### src/rtl/wbp_pkg.sv
`timescale 1ns/1ps
package wbp_pkg;
  localparam int BYTE_W = 8;
  localparam int LANES  = 2;
  localparam int WORD_W = BYTE_W * LANES;

  localparam logic [LANES-1:0] BE_LOW  = 2'b01;
  localparam logic [LANES-1:0] BE_FULL = 2'b11;

  typedef struct packed {
    logic [LANES-1:0]  be;
    logic [WORD_W-1:0] data;
    logic              joined;
  } word_t;
endpackage

### src/rtl/wbp_cmd_seq.sv
`timescale 1ns/1ps
module wbp_cmd_seq #(
  parameter int CNT_W = 16
) (
  input  logic             clk,
  input  logic             rst_n,
  input  logic             cmd_valid,
  input  logic [CNT_W-1:0] cmd_count,
  input  logic             cmd_chained,
  input  logic             cmd_recv,
  input  logic             cmd_narrow,
  input  logic             in_fire,
  output logic             cmd_ready,
  output logic             busy,
  output logic             chn,
  output logic             nar,
  output logic             first,
  output logic             last,
  output logic             cmd_clr
);
  logic             busy_q, busy_n;
  logic             chn_q, chn_n;
  logic             nar_q, nar_n;
  logic             first_q, first_n;
  logic [CNT_W-1:0] rem_q, rem_n;
  logic             cmd_fire, nonzero, take, ce;

  always_comb begin
    cmd_fire = cmd_valid & ~busy_q;
    nonzero  = |cmd_count;
    take     = cmd_fire & nonzero & ~cmd_recv;
    cmd_clr  = cmd_fire & nonzero & (cmd_recv | cmd_narrow);
    ce       = take | in_fire;

    busy_n  = busy_q;
    chn_n   = chn_q;
    nar_n   = nar_q;
    first_n = first_q;
    rem_n   = rem_q;
    if (take) begin
      busy_n  = 1'b1;
      chn_n   = cmd_chained;
      nar_n   = cmd_narrow;
      first_n = 1'b1;
      rem_n   = cmd_count;
    end else if (in_fire) begin
      rem_n   = rem_q - CNT_W'(1);
      first_n = 1'b0;
      if (rem_q == CNT_W'(1)) busy_n = 1'b0;
    end
  end

  always_ff @(posedge clk or negedge rst_n) begin
    if (!rst_n) begin
      busy_q  <= 1'b0;
      chn_q   <= 1'b0;
      nar_q   <= 1'b0;
      first_q <= 1'b0;
      rem_q   <= '0;
    end else if (ce) begin
      busy_q  <= busy_n;
      chn_q   <= chn_n;
      nar_q   <= nar_n;
      first_q <= first_n;
      rem_q   <= rem_n;
    end
  end

  assign cmd_ready = ~busy_q;
  assign busy      = busy_q;
  assign chn       = chn_q;
  assign nar       = nar_q;
  assign first     = first_q;
  assign last      = (rem_q == CNT_W'(1));


  zero_count_idle_chk: assert property (@(posedge clk) disable iff (!rst_n)
    (cmd_valid && cmd_ready && cmd_count == '0) |=> !busy);


  busy_has_bytes_chk: assert property (@(posedge clk) disable iff (!rst_n)
    busy |-> rem_q != '0);
endmodule

### src/rtl/wbp_joiner.sv
`timescale 1ns/1ps
module wbp_joiner
  import wbp_pkg::*;
(
  input  logic              clk,
  input  logic              rst_n,
  input  logic              in_fire,
  input  logic [BYTE_W-1:0] in_data,
  input  logic              busy,
  input  logic              chn,
  input  logic              nar,
  input  logic              first,
  input  logic              last,
  input  logic              cmd_clr,
  input  logic              sw_clear,
  input  logic              join_sent,
  output logic              emit,
  output word_t             emit_word,
  output logic              flag
);
  logic [BYTE_W-1:0] lo_q, lo_n;
  logic              lov_q, lov_n;
  logic              flag_q, flag_n;
  logic              drop_kept, lo_eff, set_hold, ce;

  always_comb begin
    drop_kept = sw_clear & lov_q & (~busy | first);
    lo_eff    = lov_q & ~drop_kept;
    lo_n      = lo_q;
    lov_n     = lo_eff & ~cmd_clr;
    set_hold  = 1'b0;
    emit      = 1'b0;
    emit_word = '0;

    if (in_fire) begin
      if (nar) begin
        emit           = 1'b1;
        emit_word.be   = BE_LOW;
        emit_word.data = {{BYTE_W{1'b0}}, in_data};
      end else if (lo_eff) begin
        emit             = 1'b1;
        emit_word.be     = BE_FULL;
        emit_word.data   = {in_data, lo_q};
        emit_word.joined = first;
        lov_n            = 1'b0;
      end else if (last) begin
        if (chn) begin
          if (!sw_clear) begin
            lo_n     = in_data;
            lov_n    = 1'b1;
            set_hold = 1'b1;
          end
        end else begin
          emit           = 1'b1;
          emit_word.be   = BE_LOW;
          emit_word.data = {{BYTE_W{1'b0}}, in_data};
        end
      end else begin
        lo_n  = in_data;
        lov_n = 1'b1;
      end
    end

    if (sw_clear || cmd_clr) flag_n = 1'b0;
    else if (set_hold)       flag_n = 1'b1;
    else if (join_sent)      flag_n = 1'b0;
    else                     flag_n = flag_q;

    ce = in_fire | sw_clear | cmd_clr | join_sent;
  end

  always_ff @(posedge clk or negedge rst_n) begin
    if (!rst_n) begin
      lo_q   <= '0;
      lov_q  <= 1'b0;
      flag_q <= 1'b0;
    end else if (ce) begin
      lo_q   <= lo_n;
      lov_q  <= lov_n;
      flag_q <= flag_n;
    end
  end

  assign flag = flag_q;


  hold_rise_src_chk: assert property (@(posedge clk) disable iff (!rst_n)
    $rose(flag_q) |-> $past(in_fire && chn && last && !nar));


  sw_clear_flag_chk: assert property (@(posedge clk) disable iff (!rst_n)
    sw_clear |=> !flag_q);


  cmd_clear_flag_chk: assert property (@(posedge clk) disable iff (!rst_n)
    cmd_clr |=> !flag_q);


  join_sent_clear_chk: assert property (@(posedge clk) disable iff (!rst_n)
    (join_sent && !(in_fire && last && chn)) |=> !flag_q);
endmodule

### src/rtl/wbp_out_stage.sv
`timescale 1ns/1ps
module wbp_out_stage
  import wbp_pkg::*;
(
  input  logic              clk,
  input  logic              rst_n,
  input  logic              emit,
  input  word_t             emit_word,
  input  logic              out_ready,
  output logic              out_valid,
  output logic [WORD_W-1:0] out_data,
  output logic [LANES-1:0]  out_be,
  output logic              slot_free,
  output logic              join_sent
);
  logic  vld_q, vld_n;
  word_t w_q, w_n;
  logic  ce;

  always_comb begin
    slot_free = ~vld_q | out_ready;
    join_sent = vld_q & out_ready & w_q.joined;
    vld_n     = vld_q;
    w_n       = w_q;
    if (emit) begin
      vld_n = 1'b1;
      w_n   = emit_word;
    end else if (out_ready) begin
      vld_n = 1'b0;
    end
    ce = emit | out_ready;
  end

  always_ff @(posedge clk or negedge rst_n) begin
    if (!rst_n) begin
      vld_q <= 1'b0;
      w_q   <= '0;
    end else if (ce) begin
      vld_q <= vld_n;
      w_q   <= w_n;
    end
  end

  assign out_valid = vld_q;
  assign out_data  = w_q.data;
  assign out_be    = w_q.be;


  stall_hold_chk: assert property (@(posedge clk) disable iff (!rst_n)
    (out_valid && !out_ready) |=> (out_valid && $stable(out_data) && $stable(out_be)));


  lane_legal_chk: assert property (@(posedge clk) disable iff (!rst_n)
    out_valid |-> (out_be == BE_LOW || out_be == BE_FULL));


  no_overwrite_chk: assert property (@(posedge clk) disable iff (!rst_n)
    emit |-> slot_free);
endmodule

### src/rtl/wide_byte_packer.sv
`timescale 1ns/1ps
module wide_byte_packer
  import wbp_pkg::*;
#(
  parameter int CNT_W       = 16,
  parameter int SYNC_STAGES = 2
) (
  input  logic              clk,
  input  logic              rst_n,
  input  logic              cmd_valid,
  output logic              cmd_ready,
  input  logic [CNT_W-1:0]  cmd_count,
  input  logic              cmd_chained,
  input  logic              cmd_recv,
  input  logic              cmd_narrow,
  input  logic              in_valid,
  output logic              in_ready,
  input  logic [BYTE_W-1:0] in_data,
  output logic              out_valid,
  input  logic              out_ready,
  output logic [WORD_W-1:0] out_data,
  output logic [LANES-1:0]  out_be,
  output logic              hold_flag,
  input  logic              sw_clear
);
  logic [SYNC_STAGES-1:0] rs_q;
  logic  arst_n;
  logic  busy, chn, nar, first, last, cmd_clr;
  logic  in_fire, emit, slot_free, join_sent;
  word_t emit_word;

  always_ff @(posedge clk or negedge rst_n) begin
    if (!rst_n) rs_q <= '0;
    else        rs_q <= {rs_q[SYNC_STAGES-2:0], 1'b1};
  end
  assign arst_n = rs_q[SYNC_STAGES-1];

  assign in_ready = busy & slot_free;
  assign in_fire  = in_valid & in_ready;

  wbp_cmd_seq #(.CNT_W(CNT_W)) u_seq (
    .clk(clk), .rst_n(arst_n),
    .cmd_valid(cmd_valid), .cmd_count(cmd_count), .cmd_chained(cmd_chained),
    .cmd_recv(cmd_recv), .cmd_narrow(cmd_narrow), .in_fire(in_fire),
    .cmd_ready(cmd_ready), .busy(busy), .chn(chn), .nar(nar),
    .first(first), .last(last), .cmd_clr(cmd_clr)
  );

  wbp_joiner u_join (
    .clk(clk), .rst_n(arst_n),
    .in_fire(in_fire), .in_data(in_data), .busy(busy), .chn(chn), .nar(nar),
    .first(first), .last(last), .cmd_clr(cmd_clr), .sw_clear(sw_clear),
    .join_sent(join_sent), .emit(emit), .emit_word(emit_word), .flag(hold_flag)
  );

  wbp_out_stage u_out (
    .clk(clk), .rst_n(arst_n),
    .emit(emit), .emit_word(emit_word), .out_ready(out_ready),
    .out_valid(out_valid), .out_data(out_data), .out_be(out_be),
    .slot_free(slot_free), .join_sent(join_sent)
  );


  normal_no_hold_chk: assert property (@(posedge clk) disable iff (!arst_n)
    (in_fire && !chn) |=> !$rose(hold_flag));
endmodule

### config.mk
export PLATFORM = sky130hd
export DESIGN_NAME = wide_byte_packer
export DESIGN_NICKNAME = d
export VERILOG_FILES = /design/src/rtl/wbp_pkg.sv /design/src/rtl/wbp_cmd_seq.sv /design/src/rtl/wbp_joiner.sv /design/src/rtl/wbp_out_stage.sv /design/src/rtl/wide_byte_packer.sv
export SDC_FILE = /design/constraint.sdc
export NUM_CORES = 1
export LEC_CHECK = 0
export BUFFER_PORTS_ARGS = -buffer_cell sky130_fd_sc_hd__buf_2
export CORE_MARGIN = 1.5
export CORE_UTILIZATION = 55
export CTS_BUF_LIST = sky130_fd_sc_hd__clkbuf_16
export CTS_CLUSTER_DIAMETER = 40
export DETAILED_ROUTE_END_ITERATION = 10
export PLACE_DENSITY = 0.78
export SETUP_SLACK_MARGIN = 0.5
export SYNTH_ARGS = -nofsm -noshare
export SYNTH_HDL_FRONTEND = slang
export SYNTH_SLANG_ARGS = --single-unit
### constraint.sdc
create_clock -name clk -period 2.1 [get_ports clk]
set_input_delay 0.42 -clock clk [delete_from_list [all_inputs] [get_ports clk]]
set_output_delay 0.42 -clock clk [all_outputs]
set_load 0.02 [all_outputs]
==> impl_results.md <==
- Status: complete, but fails checks
- Failing checks: setup timing
- Syn avg cell area: 10.2 µm²
- Seq cells post-synth: 52
- Clk root buf: clkbuf_16
- Peak supply drop: 0.000958 V
- CP arrival: 2.64 ns
- Main synth FF type: dfrtp_1
- DRC viols: 0
- Final ANT Viol Nets: 0
- Via Count: 2676
- Post-DP HPWL: 4990 µm
- GRT Util Overall: 0.323
- Final Max Slew Viols: 0
- Largest net degree at the start of global routing: 51
- Cells after Synth: 266
- Die area: 5360 µm²
- Final min period: 2.46 ns
- Worst setup SP type: register
- Post-synth EDFFs: 0
- First-pass iteration count of the detailed router: 5
- P_leak: 1.86 nW
- Floorplan Core Area: 4720 µm²
- Maximum level of the CTS H-tree: 2
- CP Capture Type: register
- Design Power: 5.58 mW
- Clk_skew: 0.00357 ns
- Setup WS post-layout: -0.360 ns
- Hold WC Path Type: in -> reg
- Max-cap viol count: 0
- Row count: 25
- Period utilization: 1.17
- Die Y: 73.2 µm
- Ant diodes: 0
- Max Root-Sink Buffers: 2
- Power per cell area: 1410 nW/µm²
- Setup WS pre-CTS: -0.323 ns
- Sinks on Clock Net: 52
- Worst skew pair latency: 0.29 ns
- PortBufs: 54
- Final hold violations: 0
- CP Class: reg -> reg
- Synth Net Count: 301
- Synthesized area: 2710 µm²
- Fmax achieved: 407 MHz
- Cell variety after synth: 44
- Synthesis-to-finish area growth: 46.3%
- WP data required: 2.28 ns
- CTS tree: done
- Grt ovf: 0
- Ys async rst share: 1.00
- CP max FO: 8
- Num CTS Buffers: 5
- Initial DRC count: 311
- Actual slew at the worst max-slew pin: 0.647 ns
- Vias per cell: 6.27
- RSZ-0062 raised after global routing: yes
- CTS clk-pin slew, worst paths: 0.07 ns
- Yosys warnings: 0
- First-pass GRT wire length: 12900 µm
- Sequential share of the synthesized area: 0.480
- Initial Util: 0.574
- Placer Congestion: 0.829
- I/O Pins: 55
- WHS: 0.324 ns
- Final setup vio count: 36
- Share of cells above drive strength 1: 0.525
- Post-Route WL: 9060 µm
- Number of global-route vias before repair: 2735
- Layout Nets: 394
- Setup_tns: -10.21 ns
- Chip width: 73.2 µm
- Routed len/inst: 21.2 µm
- Initial antenna violation count: 0
- Slew headroom: 0.569
==> placed cells by master (no fill, tap or decap), drive strengths merged, types with 2 or more instances in the layout <==
master	count
o31ai	2
buf	113
a221o	3
xnor2	2
nand2b	4
a22oi	2
inv	7
nor4	8
or4	6
ha	2
a22o	9
nand3	10
clkbuf	5
dfrtp	52
o211ai	5
a21oi	2
and3	2
o21ai	27
nand2	31
o311ai	3
or4b	2
nor3	14
nor2b	3
mux2	8
o221a	8
nor2	11
or3	5
==> synthesized netlist by cell type, drive strengths merged (3+ instances only) <==
| master | n | area, µm² |
|---|---|---|
| o221a | 8 | 90.1 |
| buf | 20 | 151 |
| mux2 | 8 | 120 |
| nor2b | 3 | 18.8 |
| clkbuf | 8 | 30.0 |
| o211ai | 5 | 37.5 |
| nand2 | 31 | 116 |
| nand2b | 4 | 25.0 |
| nor2 | 11 | 41.3 |
| dfrtp | 52 | 1300 |
| nand3 | 10 | 50.1 |
| o21ai | 27 | 146 |
| nor4 | 8 | 50.1 |
| a221o | 3 | 30.0 |
| nor3 | 14 | 70.1 |
| or3 | 5 | 31.3 |
| a22o | 9 | 78.8 |
| inv | 6 | 22.5 |
| or4 | 6 | 56.3 |
| o311ai | 3 | 43.8 |
==> where the power goes <==
part           internal (mW)  switching, mW  leakage, nW
clock network          0.441          0.383       0.0712
registers               1.40          0.374        0.646
logic                   1.48           1.50         1.14
==> cell families after synthesis <==
group / count (synthesis) / share of synthesized area
AO/OA/AOI/OAI: 66 / 0.188
XOR/XNOR: 3 / 0.00970
adder cells (fa/ha/maj): 2 / 0.00923
buffers and inverters: 34 / 0.0753
flip-flops: 52 / 0.480
multiplexers: 8 / 0.0443
other: 1 / 0.00138
AND/OR/NAND/NOR: 100 / 0.192
==> worst paths after layout <==
path                                start                end  slack, ns  cells after the start
min reg2reg                       rs_q[0]            rs_q[1]       0.36                      0
min in group asynchronous         rs_q[1]    u_seq.rem_q[11]       0.37                      1
max                        u_seq.rem_q[6]  u_out.out_data[5]      -0.36                      7
max reg2reg                u_seq.rem_q[6]  u_out.out_data[5]      -0.36                      7
max in group asynchronous         rs_q[1]         u_seq.busy       1.25                      1
min                              sw_clear        u_join.flag       0.32                      2
==> sequential cells by signal, indices dropped and copies added, names as in the netlist <==
name and cells:
u_out.out_data 16, u_seq.rem_q 16, u_join.lo_q 8, rs_q 2, u_out.out_be 2, u_join.flag 1, u_join.lov_q 1, u_out.out_valid 1
u_out.w_q 1, u_seq.busy 1, u_seq.chn 1, u_seq.first 1, u_seq.nar 1
==> metrics by stage <==
stage               std cells  cell area [µm²]  utilization
finish                    427             3960        0.839
global route              427             3960        0.839
CTS                       418             3730        0.791
detailed placement        397             3260        0.690
global placement          397             3260        0.690
floorplan                 266             2800            -
==> per-layer routing <==
layer,wire length (µm),part of all wire,global-route usage,up-vias
met5,0,0,0,-
met4,271,0.030,0.151,0
met3,554,0.061,0.0677,26
met2,4670,0.52,0.566,135
met1,3560,0.39,0.375,1359
li1,-,-,-,1156
==> layout make-up <==
class,instances,area [µm²]
Inverter,6,22.5
Timing Repair Buffer,114,842
Sequential cell,52,1300
Multi-Input combinational cell,180,1570
Clock buffer,5,125
Tap cell,67,83.8
Clock inverter,3,20.0
Fill cell,257,759
==> worst max-delay path, stage by stage (launching register included) <==
cell and delay, ns:
dfrtp_1 0.39, or4_4 0.55, or4_4 0.49, buf_6 0.15, buf_6 0.12, nor2_4 0.14
nand3_4 0.20, o221a_4 0.30
==> timing repair <==
item / CTS / global route
setup endpoints to repair: 50 / 51
pin swaps: 11 / 16
hold buffers: 1 / 0
setup buffers: 12 / 9
gates resized for setup: 51 / 39
endpoints found under the hold margin: 2 / 0
(Power assumes the default switching activity.)
